## config.mk

```make
export PLATFORM = sky130hd
export DESIGN_NAME = shop_operand_unit
export DESIGN_NICKNAME = d
export VERILOG_FILES = /design/src/rtl/shop_pkg.sv /design/src/rtl/shop_amount.sv /design/src/rtl/shop_decode.sv /design/src/rtl/shop_barrel.sv /design/src/rtl/shop_operand_unit.sv
export SDC_FILE = /design/constraint.sdc
export NUM_CORES = 1
export LEC_CHECK = 0
export BUFFER_PORTS_ARGS = -buffer_cell sky130_fd_sc_hd__buf_2
export CORE_UTILIZATION = 56
export DETAILED_ROUTE_END_ITERATION = 6
export GPL_TIMING_DRIVEN = 0
export PLACE_DENSITY = 0.81
export SETUP_SLACK_MARGIN = 0.1
export SYNTH_ARGS = -nofsm -noshare
export SYNTH_HDL_FRONTEND = slang
export SYNTH_HIERARCHICAL = 1
export SYNTH_SLANG_ARGS = --single-unit
```

## constraint.sdc

```tcl
create_clock -name vclk -period 5.3
set_input_delay 0.795 -clock vclk [all_inputs]
set_output_delay 0.795 -clock vclk [all_outputs]
set_load 0.02 [all_outputs]
```

## src/rtl/shop_pkg.sv

```systemverilog
package shop_pkg;

    localparam int DATA_W   = 32;
    localparam int IMM_W    = 8;
    localparam int ROTF_W   = 4;
    localparam int RSAMT_W  = 8;
    localparam int SHAMT_W  = $clog2(DATA_W);
    localparam int AMT_W    = SHAMT_W + 1;

    // Field positions inside the instruction word
    localparam int BIT_IMM_FORM = 25;
    localparam int BIT_REG_AMT  = 4;
    localparam int TYPE_LO      = 5;
    localparam int SHAMT_LO     = 7;
    localparam int ROTF_LO      = 8;

    typedef enum logic [1:0] {
        ST_LSL = 2'b00,
        ST_LSR = 2'b01,
        ST_ASR = 2'b10,
        ST_ROR = 2'b11
    } shift_type_e;

    typedef enum logic [1:0] {
        FORM_IMM   = 2'b00,
        FORM_SHIMM = 2'b01,
        FORM_SHREG = 2'b10
    } operand_form_e;

    typedef enum logic [2:0] {
        SK_PASS = 3'd0,
        SK_LSL  = 3'd1,
        SK_LSR  = 3'd2,
        SK_ASR  = 3'd3,
        SK_ROR  = 3'd4,
        SK_RRX  = 3'd5
    } shift_kind_e;

    typedef struct packed {
        shift_kind_e        kind;
        logic [AMT_W-1:0]   amount;
    } shift_ctrl_t;

endpackage

```

## src/rtl/shop_amount.sv

```systemverilog
// Normalises a register-held shift amount into a kind and an amount (0..W+1).
module shop_amount
    import shop_pkg::*;
#(
    parameter int W      = DATA_W,
    parameter int RS_W   = RSAMT_W,
    parameter int A_W    = AMT_W,
    parameter int SH_W   = SHAMT_W
) (
    input  shift_type_e       stype,
    input  logic [RS_W-1:0]   rs_amt,
    output shift_ctrl_t       ctrl
);

    localparam logic [RS_W-1:0] FULL_RS   = RS_W'(W);
    localparam logic [A_W-1:0]  FULL_AMT  = A_W'(W);
    localparam logic [A_W-1:0]  BEYOND    = A_W'(W + 1);

    logic [SH_W-1:0] rot_low;
    assign rot_low = rs_amt[SH_W-1:0];

    always_comb begin
        ctrl.kind   = SK_PASS;
        ctrl.amount = '0;
        if (rs_amt != '0) begin
            unique case (stype)
                ST_LSL: begin
                    ctrl.kind   = SK_LSL;
                    ctrl.amount = (rs_amt > FULL_RS) ? BEYOND : rs_amt[A_W-1:0];
                end
                ST_LSR: begin
                    ctrl.kind   = SK_LSR;
                    ctrl.amount = (rs_amt > FULL_RS) ? BEYOND : rs_amt[A_W-1:0];
                end
                ST_ASR: begin
                    ctrl.kind   = SK_ASR;
                    ctrl.amount = (rs_amt >= FULL_RS) ? FULL_AMT : rs_amt[A_W-1:0];
                end
                ST_ROR: begin
                    ctrl.kind   = SK_ROR;
                    ctrl.amount = (rot_low == '0) ? FULL_AMT : {1'b0, rot_low};
                end
                default: begin
                    ctrl.kind   = SK_PASS;
                    ctrl.amount = '0;
                end
            endcase
        end
    end

endmodule

```

## src/rtl/shop_decode.sv

```systemverilog
// Chooses the operand form and source, and maps constant amounts to a kind.
module shop_decode
    import shop_pkg::*;
#(
    parameter int W     = DATA_W,
    parameter int IW    = IMM_W,
    parameter int RF_W  = ROTF_W,
    parameter int SH_W  = SHAMT_W,
    parameter int A_W   = AMT_W
) (
    input  logic              imm_form,
    input  logic              reg_amt,
    input  shift_type_e       stype,
    input  logic [SH_W-1:0]   shamt,
    input  logic [RF_W-1:0]   rotf,
    input  logic [IW-1:0]     imm8,
    input  logic [W-1:0]      rm_val,
    input  shift_ctrl_t       reg_ctrl,
    output operand_form_e     form,
    output logic [W-1:0]      src,
    output shift_ctrl_t       ctrl
);

    localparam logic [A_W-1:0] FULL_AMT = A_W'(W);

    always_comb begin
        if (imm_form)     form = FORM_IMM;
        else if (reg_amt) form = FORM_SHREG;
        else              form = FORM_SHIMM;
    end

    always_comb begin
        src         = rm_val;
        ctrl.kind   = SK_PASS;
        ctrl.amount = '0;
        unique case (form)
            FORM_IMM: begin
                src         = {{(W-IW){1'b0}}, imm8};
                ctrl.kind   = (rotf == '0) ? SK_PASS : SK_ROR;
                ctrl.amount = A_W'({rotf, 1'b0});
            end
            FORM_SHREG: begin
                ctrl = reg_ctrl;
            end
            FORM_SHIMM: begin
                unique case (stype)
                    ST_LSL: begin
                        ctrl.kind   = (shamt == '0) ? SK_PASS : SK_LSL;
                        ctrl.amount = {1'b0, shamt};
                    end
                    ST_LSR: begin
                        ctrl.kind   = SK_LSR;
                        ctrl.amount = (shamt == '0) ? FULL_AMT : {1'b0, shamt};
                    end
                    ST_ASR: begin
                        ctrl.kind   = SK_ASR;
                        ctrl.amount = (shamt == '0) ? FULL_AMT : {1'b0, shamt};
                    end
                    ST_ROR: begin
                        ctrl.kind   = (shamt == '0) ? SK_RRX : SK_ROR;
                        ctrl.amount = {1'b0, shamt};
                    end
                    default: begin
                        ctrl.kind   = SK_PASS;
                        ctrl.amount = '0;
                    end
                endcase
            end
            default: begin
                src         = rm_val;
                ctrl.kind   = SK_PASS;
                ctrl.amount = '0;
            end
        endcase
    end

endmodule

```

## src/rtl/shop_barrel.sv

```systemverilog
// One barrel stage evaluating every normalised shift kind with its carry-out.
module shop_barrel
    import shop_pkg::*;
#(
    parameter int W   = DATA_W,
    parameter int A_W = AMT_W
) (
    input  shift_ctrl_t       ctrl,
    input  logic [W-1:0]      src,
    input  logic              carry_in,
    output logic [W-1:0]      result,
    output logic              carry_out
);

    localparam logic [A_W-1:0] FULL_AMT = A_W'(W);

    logic [W:0]          lsl_ext;
    logic [W:0]          lsr_ext;
    logic signed [W:0]   asr_ext;
    logic [W-1:0]        ror_val;

    // One extra bit beyond the word catches the last bit shifted out
    assign lsl_ext = {1'b0, src} << ctrl.amount;
    assign lsr_ext = {src, 1'b0} >> ctrl.amount;
    assign asr_ext = $signed({src, 1'b0}) >>> ctrl.amount;
    assign ror_val = (src >> ctrl.amount) | (src << (FULL_AMT - ctrl.amount));

    always_comb begin
        result    = src;
        carry_out = carry_in;
        unique case (ctrl.kind)
            SK_PASS: begin
                result    = src;
                carry_out = carry_in;
            end
            SK_LSL: begin
                result    = lsl_ext[W-1:0];
                carry_out = lsl_ext[W];
            end
            SK_LSR: begin
                result    = lsr_ext[W:1];
                carry_out = lsr_ext[0];
            end
            SK_ASR: begin
                result    = asr_ext[W:1];
                carry_out = asr_ext[0];
            end
            SK_ROR: begin
                result    = ror_val;
                carry_out = ror_val[W-1];
            end
            SK_RRX: begin
                result    = {carry_in, src[W-1:1]};
                carry_out = src[0];
            end
            default: begin
                result    = src;
                carry_out = carry_in;
            end
        endcase
    end

endmodule

```

## src/rtl/shop_operand_unit.sv

```systemverilog
// Top: second-operand generator with shifter carry-out.
module shop_operand_unit
    import shop_pkg::*;
#(
    parameter int W = DATA_W
) (
    input  logic [31:0]   insn,
    input  logic [W-1:0]  rm_val,
    input  logic [7:0]    rs_low,
    input  logic          carry_in,
    output logic [W-1:0]  operand,
    output logic          shifter_carry
);

    shift_type_e    stype;
    shift_ctrl_t    reg_ctrl;
    shift_ctrl_t    ctrl;
    operand_form_e  form;
    logic [W-1:0]   src;

    assign stype = shift_type_e'(insn[TYPE_LO +: 2]);

    shop_amount #(
        .W    (W),
        .RS_W (RSAMT_W),
        .A_W  (AMT_W),
        .SH_W (SHAMT_W)
    ) u_amount (
        .stype  (stype),
        .rs_amt (rs_low),
        .ctrl   (reg_ctrl)
    );

    shop_decode #(
        .W    (W),
        .IW   (IMM_W),
        .RF_W (ROTF_W),
        .SH_W (SHAMT_W),
        .A_W  (AMT_W)
    ) u_decode (
        .imm_form (insn[BIT_IMM_FORM]),
        .reg_amt  (insn[BIT_REG_AMT]),
        .stype    (stype),
        .shamt    (insn[SHAMT_LO +: SHAMT_W]),
        .rotf     (insn[ROTF_LO +: ROTF_W]),
        .imm8     (insn[IMM_W-1:0]),
        .rm_val   (rm_val),
        .reg_ctrl (reg_ctrl),
        .form     (form),
        .src      (src),
        .ctrl     (ctrl)
    );

    shop_barrel #(
        .W   (W),
        .A_W (AMT_W)
    ) u_barrel (
        .ctrl      (ctrl),
        .src       (src),
        .carry_in  (carry_in),
        .result    (operand),
        .carry_out (shifter_carry)
    );

endmodule

```

==> results of run 1 <==
cell families after synthesis:
logic type / Yosys count / share of synthesized area
AND/OR/NAND/NOR: 306 / 0.199
buffers and inverters: 142 / 0.0879
adder cells (fa/ha/maj): 9 / 0.0149
multiplexers: 194 / 0.409
XOR/XNOR: 6 / 0.00796
AO/OA/AOI/OAI: 286 / 0.281
Yosys cell counts (9+ instances only):
library cell	count	area share
nand2_1	91	0.045
nor2_1	75	0.037
clkbuf_1	74	0.037
mux2i_1	70	0.093
mux4_2	69	0.21
a21oi_1	43	0.029
mux2_2	40	0.060
nor2b_1	37	0.031
buf_2	27	0.018
nor3_1	26	0.017
o21ai_0	26	0.017
nand3_1	20	0.013
a221oi_1	19	0.022
a31oi_1	19	0.016
inv_1	16	0.0080
o211ai_1	16	0.016
mux4_1	14	0.049
o22ai_1	13	0.011
o22a_1	11	0.013
nand2b_1	10	0.0083
o32a_1	10	0.013
a211o_1	9	0.010
buf_1	9	0.0045
ha_1	9	0.015
timing repair:
action	in CTS
setup endpoints to repair	33
setup buffers	34
gates resized for setup	169
gates cloned	2
pin swaps	34
per-layer routing:
metal  global-route usage  overflow
met4                0.687         3
met1                0.759         0
met3                0.568         0
met2                0.881         1
met5                0.250         0
metrics by stage:
step | utilization | area (um2) | setup slack (ns) | TNS [ns] | hold slack [ns]
after floorplan | - | 7600 | 0.103 | 0 | 1.82
after global placement | 0.626 | 8250 | -1.24 | -28.84 | 2.02
after detailed placement | 0.626 | 8250 | -1.33 | -32.44 | 1.99
after CTS | 0.699 | 9230 | -0.0603 | -0.224 | 1.98
==> flow_metrics.tcl, run 1 <==
set metrics [dict create \
    run_status "stopped before the end" \
    stop_stage "global routing" \
    tool.error "[ERROR GRT-0116] Global routing finished with congestion. Check the congestion regions in the DRC Viewer." \
    syn_nets 1025 \
    dpl.hpwl_mm 32.5 \
    ys_seq_area_frac 0 \
    synthCells 943 \
    ioPinCount 106 \
    fp.dieW_um 118 \
    avgSynthCellArea_um2 8.00 \
    grt_usage 0.729 \
    die_h_um 118 \
    netlist-cell-type-count 83 \
    globalRouteOverflowTotal 4 \
    port_buffers 87 \
    place_inst 1206 \
    grt_pass1_vias 11700 \
    grt_first_pass_wirelength_mm 74.8 \
    start_util 0.572 \
    cts_hold_buf 0 \
    num_rows 42 \
    ys_warn_count 6 \
    grt_max_degree 11 \
    finalWeightedCongestion 1.32 \
    netlist_area_mm2 0.00755 \
]
==> run 2: changes to the inputs <==
--- a/config.mk
+++ b/config.mk
@@ -6,11 +6,10 @@
 export NUM_CORES = 1
 export LEC_CHECK = 0
 export BUFFER_PORTS_ARGS = -buffer_cell sky130_fd_sc_hd__buf_2
-export CORE_UTILIZATION = 56
+export CORE_UTILIZATION = 40
 export DETAILED_ROUTE_END_ITERATION = 6
 export GPL_TIMING_DRIVEN = 0
-export PLACE_DENSITY = 0.81
-export SETUP_SLACK_MARGIN = 0.1
+export PLACE_DENSITY_LB_ADDON = 0.15
 export SYNTH_ARGS = -nofsm -noshare
 export SYNTH_HDL_FRONTEND = slang
 export SYNTH_HIERARCHICAL = 1
==> constraint.sdc (replaced) <==
create_clock -name vclk -period 6.9
set_input_delay 1.035 -clock vclk [all_inputs]
set_output_delay 1.035 -clock vclk [all_outputs]
set_load 0.02 [all_outputs]
==> run 2 against run 1 <==
The flow now finishes, with violations (design-rule violations). Synthesized cell count unchanged. Synthesized area unchanged.
==> flow_metrics.tcl, run 2 <==
set metrics [dict create \
    run_status "complete, but fails checks" \
    violations "design-rule violations" \
    grt_pass1_vias 9314 \
    cp.arrival_ns 5.72 \
    synth_compound_area_frac 0.281 \
    seq_area_um2 0 \
    cp-end-kind "primary output" \
    layout-drive-gt1-share 0.271 \
    ioPinCount 106 \
    postCtsSetupRepairBufs 0 \
    mostFrequentLayoutCell "buf_2" \
    synth_common_cells "91 x nand2_1, 75 x nor2_1, 74 x clkbuf_1" \
    core-area_mm2 0.0182 \
    grt_max_degree 11 \
    yosys.area_share.simple 0.199 \
    fin_setup_tns_ns 0 \
    grt_usage 0.497 \
    grt_first_pass_wirelength_mm 69.0 \
    netlist_area_mm2 0.00755 \
    finalWeightedCongestion 1.12 \
    die_h_um 139 \
    synthAdderAreaFrac 0.0149 \
    drt-initial-drc-count 1721 \
    max_slew.worst_pin.slew_ns 1.28 \
    rsz0062_at_grt "false" \
    fp.dieW_um 139 \
    yosys.area_share.xor_xnor 0.00796 \
    synth_top_family_by_area "multiplexers" \
    fin_crit_sh 0.979 \
    start_util 0.414 \
    hp-class "in2out" \
    slew_violations 0 \
    hold_start "carry_in" \
    seq_cells 0 \
    ys_warn_count 6 \
    finalHoldViolations 0 \
    dr.pass1.iters 7 \
    netlist-cell-type-count 83 \
    globalRouteOverflowTotal 0 \
    vias_per_cell 7.95 \
    maxCapViolations 0 \
    avgSynthCellArea_um2 8.00 \
    syn_nets 1025 \
    area_delta_synth_final_pct 11.1 \
    synth_top_area_share 0.206 \
    synthCells 943 \
    cp-start-kind "input port" \
    dpl.hpwl_mm 38.0 \
    drt-total-wl_mm 49.1 \
    fin_nets 1113 \
    critPathRequiredTime_ns 5.86 \
    max_clock_freq_mhz 148 \
    synth.most_common_cell "nand2_1" \
    slew_headroom 0.136 \
    antenna_found_initial 1 \
    yosys.area.top_type "mux4_2" \
    final_cell_mix "111 x buf_2, 91 x nand2_1, 74 x nor2_1, 69 x clkbuf_1, 69 x mux4_2" \
    nClkBuffers 0 \
    num_rows 49 \
    layout_min_cycle_time_ns 6.75 \
    ys_seq_area_frac 0 \
    setup_viol 0 \
    synth.area.top_cells "mux4_2 21%, mux2i_1 9.3%, mux2_2 6.0%" \
    antenna_left 0 \
    path_class "in2out" \
    dieArea_mm2 0.0194 \
    crit_path_start "insn[6]" \
    port_buffers 87 \
    wl_per_cell_um 38.9 \
    dr_total_vias 10000 \
    drc_errors 24 \
    synthMuxAreaShare 0.409 \
    crit_fanout 10 \
]
==> run 2: cell counts after synthesis <==
Identical to the previous run, type by type.
==> run 2: final cells by class <==
cell class,instances,area (um2)
fillers,1887,9830
multi-input cells,801,6970
plain buffers,123,618
repair buffers,87,435
well taps,229,287
inverters,18,67.6
diodes,2,5.00
==> run 2: what timing repair did <==
action                     in CTS  in global routing
setup endpoints to repair      24                 30
hold buffers                    0                  0
pin swaps                       0                  1
cloned                          0                  0
gates resized for setup        18                 18
==> run 2: critical path, cell delays in order <==
cell and delay, ns:
buf_2 0.19, inv_1 0.09, ha_1 0.23, or2_2 0.34
o31ai_1 0.18, o21ba_1 0.18, a22o_2 0.24, buf_6 0.15
buf_12 0.15, buf_12 0.15, buf_6 0.17, inv_2 0.21
ha_2 0.31, xor2_2 0.32, clkbuf_4 0.33, mux2_2 0.42
nor2_1 0.10, a21oi_1 0.07, a221oi_2 0.47, o2bb2ai_1 0.16
buf_2 0.18
==> run 2: layer usage <==
layer  vias to the layer above  global-route usage  share of wire
li1                       3928                   -              -
met1                      4762               0.618           0.36
met2                      1076               0.713           0.40
met3                       254               0.193           0.16
met4                         2               0.322          0.088
met5                         -                   0        0.00024
==> run 2: final timing paths <==
kind | endpoint | slack (ns) | cells after the start
setup / recovery | operand[12] | 0.15 | 21
hold / removal | shifter_carry | 2.44 | 3
==> run 2: per-stage QoR <==
| stage | util | setup slack [ns] | cells | cell area [um2] | hold WS (ns) |
|---|---|---|---|---|---|
| 2_1_floorplan | - | 0.905 | 943 | 7550 | 2.30 |
| 3_3_place_gp | 0.454 | -0.601 | 1259 | 8270 | 2.43 |
| 3_5_place_dp | 0.454 | -0.619 | 1259 | 8270 | 2.43 |
| 4_1_cts | 0.458 | 0.00403 | 1259 | 8330 | 2.44 |
| 5_1_grt | 0.460 | 0.0126 | 1258 | 8380 | 2.48 |
| 6_report | 0.460 | 0.148 | 1260 | 8380 | 2.44 |
==> run 2: kinds of logic (layout without fill, tap and decap cells) <==
kind of cell,Yosys count,in the layout
AO/OA/AOI/OAI,286,286
XOR/XNOR,6,6
adder cells (fa/ha/maj),9,9
buffers and inverters,142,228
multiplexers,194,194
other,0,2
AND/OR/NAND/NOR,306,306
==> run 3: changes to the inputs <==
==> constraint.sdc (replaced) <==
create_clock -name vclk -period 5.7
set_input_delay 0.855 -clock vclk [all_inputs]
set_output_delay 0.855 -clock vclk [all_outputs]
set_load 0.02 [all_outputs]
==> run 3 against run 2 <==
The run ends with negative setup slack left. Non-clock buffer count grew 29. Worst setup slack got worse by 0.19 ns. Flip-flop and latch count unchanged. Utilization up 3.7 points. First-iteration DRC count up 3.7%. Sequential share of layout area unchanged. Routed wire length up 1.6%. Die area stayed put. Via count rose by 2.7%. Cell area grew 8.0%. Global-route usage up 0.40 points. Critical path type unchanged. Critical endpoint is now operand[1]. Largest cell class unchanged.
==> flow_metrics.tcl, run 3 (synthesized netlist as in run 2, its figures left out) <==
set metrics [dict create \
    fp.dieW_um 139 \
    num_rows 49 \
    cp-end-kind "primary output" \
    finalWeightedCongestion 1.12 \
    hp-class "in2out" \
    core-area_mm2 0.0182 \
    maxCapViolations 0 \
    drt-initial-drc-count 1784 \
    max_slew.worst_pin.slew_ns 1.14 \
    grt_pass1_vias 9403 \
    dpl.hpwl_mm 38.0 \
    pre_cts_ws_ns -1.46 \
    seq_cells 0 \
    fin_setup_tns_ns -0.174 \
    final_cell_mix "104 x buf_2, 87 x nand2_1, 73 x nor2_1, 70 x mux4_2, 61 x mux2i_1" \
    setup_viol 5 \
    fin_crit_sh 1.01 \
    layout-drive-gt1-share 0.346 \
    dr_total_vias 10300 \
    antenna_found_initial 3 \
    grt_first_pass_wirelength_mm 69.8 \
    slew_violations 0 \
    seq_area_um2 0 \
    drt-total-wl_mm 49.8 \
    holdPathStages 3 \
    crit_fanout 10 \
    mostFrequentLayoutCell "buf_2" \
    antenna_left 0 \
    finalHoldViolations 0 \
    run_status "complete, but fails checks" \
    grt_max_degree 11 \
    grt_usage 0.501 \
    port_buffers 87 \
    ioPinCount 106 \
    hold_start "carry_in" \
    cp.arrival_ns 4.89 \
    slew_headroom 0.235 \
    cts_hold_buf 0 \
    fin_nets 1142 \
    globalRouteOverflowTotal 0 \
    critPathRequiredTime_ns 4.85 \
    start_util 0.414 \
    fillers 1811 \
    vias_per_cell 7.99 \
    violations "negative setup slack" \
    dieArea_mm2 0.0194 \
    nClkBuffers 0 \
    die_h_um 139 \
    area_delta_synth_final_pct 20.0 \
    layout_min_cycle_time_ns 5.75 \
    max_clock_freq_mhz 174 \
    path_class "in2out" \
    min_to "shifter_carry" \
    whs_ns 2.09 \
    cp-start-kind "input port" \
    wl_per_cell_um 38.7 \
    multi_input_area_mm2 0.00725 \
    drc_errors 0 \
    dr.pass1.iters 7 \
    fin_ws_ns -0.0469 \
]
-- run 3: changes by cell type in the layout (fill, tap and decap cells not counted), sizes merged --
cell	change
clkinvlp	+1
clkbuf	+1
diode	-1
buf	+28
inv	-1
-- run 3: routing by layer --
layer  vias to the layer above  global-route usage  wire (um)
li1                       3990                   -          -
met1                      4878               0.630      17900
met2                      1137               0.729      20000
met3                       282               0.178       7520
met4                         6               0.313       4360
met5                         -                   0         66
-- run 3: metrics by stage --
| step | cell area (um2) | util | cells |
|---|---|---|---|
| after detailed placement | 8270 | 0.454 | 1259 |
| after floorplan | 7550 | - | 943 |
| final | 9050 | 0.497 | 1288 |
| after CTS | 8670 | 0.476 | 1264 |
| after global routing | 9050 | 0.497 | 1287 |
| after global placement | 8270 | 0.454 | 1259 |
-- run 3: how the worst max path moves through the flow --
stage | start | end | depth (start not counted)
after floorplan | insn[5] | operand[29] | 22
after global placement | insn[5] | operand[29] | 24
after detailed placement | insn[5] | operand[29] | 24
after CTS | insn[5] | operand[22] | 17
after global routing | insn[5] | operand[18] | 17
final | insn[5] | operand[1] | 17
-- run 3: repair_timing --
item | CTS | global route
pin swaps | 7 | 13
setup buffers | 7 | 24
setup endpoints to repair | 33 | 33
resized for setup | 94 | 58
-- run 3: worst max-delay path, stage by stage --
cell	delay, ns
buf_6	0.12
inv_4	0.05
ha_4	0.16
nor4b_4	0.13
buf_4	0.14
o31ai_2	0.21
o21ba_1	0.18
a22o_2	0.25
buf_8	0.13
buf_12	0.14
buf_6	0.16
nor4_2	0.93
a22o_1	0.49
nand2_1	0.21
o311ai_1	0.38
o22a_1	0.17
buf_2	0.16
-- run 3: final cells by class --
cell class	count	share of cell area
tap	229	0.0316
inverter	18	0.00912
antenna	1	0.000276
timing repair buffer	118	0.0786
multi-input combinational	801	0.801
buffer	121	0.0797
==> run 4: changes to the inputs <==
--- a/config.mk
+++ b/config.mk
@@ -10,6 +10,7 @@
 export DETAILED_ROUTE_END_ITERATION = 6
 export GPL_TIMING_DRIVEN = 0
 export PLACE_DENSITY_LB_ADDON = 0.15
+export SETUP_SLACK_MARGIN = 0.1
 export SYNTH_ARGS = -nofsm -noshare
 export SYNTH_HDL_FRONTEND = slang
 export SYNTH_HIERARCHICAL = 1
==> run 4 against run 3 <==
The flow still finishes with violations (negative setup slack). Cell area grew 0.91%. Largest cell class unchanged. Sequential share of layout area did not move. Flip-flop and latch count did not move. Routed wire length rose by 1.2%. Critical path depth is the same. Global-route usage grew 0.36 points. Worst setup slack better by 0.044 ns. Critical path type unchanged. Utilization grew 0.45 points. Final cell count increased by 0.16%.
==> flow_metrics.tcl, run 4 (synthesized netlist as in run 2, its figures left out) <==
set metrics [dict create \
    run_status "complete, but fails checks" \
    violations "negative setup slack" \
    drt-total-wl_mm 50.4 \
    cts_hold_buf 0 \
    slew_violations 0 \
    slew_headroom 0.222 \
    antenna_found_initial 2 \
    dr.pass1.iters 6 \
    antenna_left 0 \
    grt_pass1_vias 9521 \
    globalRouteOverflowTotal 0 \
    mostFrequentLayoutCell "buf_2" \
    layout-drive-gt1-share 0.354 \
    hp-class "in2out" \
    dieArea_mm2 0.0194 \
    critPathRequiredTime_ns 4.85 \
    max_slew.worst_pin.slew_ns 1.16 \
    place_inst 1259 \
    fin_crit_sh 1.00 \
    dpl.hpwl_mm 37.8 \
    drc_errors 0 \
    grt_first_pass_wirelength_mm 69.9 \
    area_delta_synth_final_pct 21.1 \
    crit_chain "buf_12, inv_4, ha_4, or2_4, nand4_1, a21boi_1, nand2_1, o21ai_0, mux2_2, clkbuf_1, nor2_1, nand2_1, nor2_1, o211ai_1, o311ai_2, o32a_1, buf_6" \
    seq_cells 0 \
    cp.arrival_ns 4.85 \
    vias_per_cell 8.01 \
    crit_slowest_cell "nor2_1" \
    seq_area_um2 0 \
    dr_total_vias 10300 \
    die_h_um 139 \
    wl_per_cell_um 39.1 \
    port_buffers 87 \
    grt_max_degree 11 \
    rsz0062_at_grt "true" \
    max_clock_freq_mhz 175 \
    setup_viol 1 \
    layout_min_cycle_time_ns 5.70 \
    num_rows 49 \
    core-area_mm2 0.0182 \
    start_util 0.414 \
    fillers 1749 \
    finalHoldViolations 0 \
    fin_ws_ns -0.00286 \
    ioPinCount 106 \
    cp-start-kind "input port" \
    path_class "in2out" \
    drt-initial-drc-count 1868 \
    fp.dieW_um 139 \
    maxCapViolations 0 \
    cp-end-kind "primary output" \
    crit_fanout 10 \
    final_cell_mix "103 x buf_2, 86 x nand2_1, 74 x nor2_1, 72 x mux4_2, 60 x mux2i_1" \
    fin_nets 1144 \
    whs_ns 2.08 \
    instances_no_fill 1290 \
    nClkBuffers 0 \
    slowest_delay_ns 0.78 \
    grt_usage 0.505 \
    finalWeightedCongestion 1.15 \
]
[run 4: metrics by stage]
step	TNS, ns	instance area [um2]	setup slack, ns	util
after floorplan	0	7550	0.107	-
after global placement	-30.55	8270	-1.28	0.454
after detailed placement	-31.39	8270	-1.34	0.454
after CTS	0	8840	0.102	0.486
after global routing	-0.00729	9140	-0.00729	0.502
final	-0.00286	9140	-0.00286	0.502
[run 4: area by class of cell]
class	instances	area, um2	share of cell area
Antenna cell	1	2.50	0.000274
Multi-Input combinational cell	801	7280	0.796
Tap cell	229	287	0.0314
Inverter	18	92.6	0.0101
Timing Repair Buffer	119	744	0.0815
Buffer	122	734	0.0804
[run 4: worst max-delay path: cells and delay by family]
family	cells	cell delay (ns)
compound gates	5	0.89
fa+ha+maj	1	0.15
buf+inv	4	0.68
mux	1	0.45
simple gates	6	1.81
[run 4: timing repair]
action,in CTS,in global routing
pin swaps,13,16
gates resized for setup,107,64
gates cloned,1,0
buffers inserted,19,12
endpoints found under the setup margin,33,32
[run 4: path summary, 6_finish.rpt]
path,from,to,cells past startpoint
worst min-delay path,carry_in,shifter_carry,3
worst max-delay path,insn[6],operand[17],17
[run 4: metal layers]
layer,share of wire,up-vias,track usage,wire length (um)
met5,0.00026,-,0,13
met4,0.096,2,0.346,4830
met3,0.17,314,0.200,8430
met2,0.39,1179,0.715,19700
met1,0.35,4850,0.626,17500
li1,-,3988,-,-
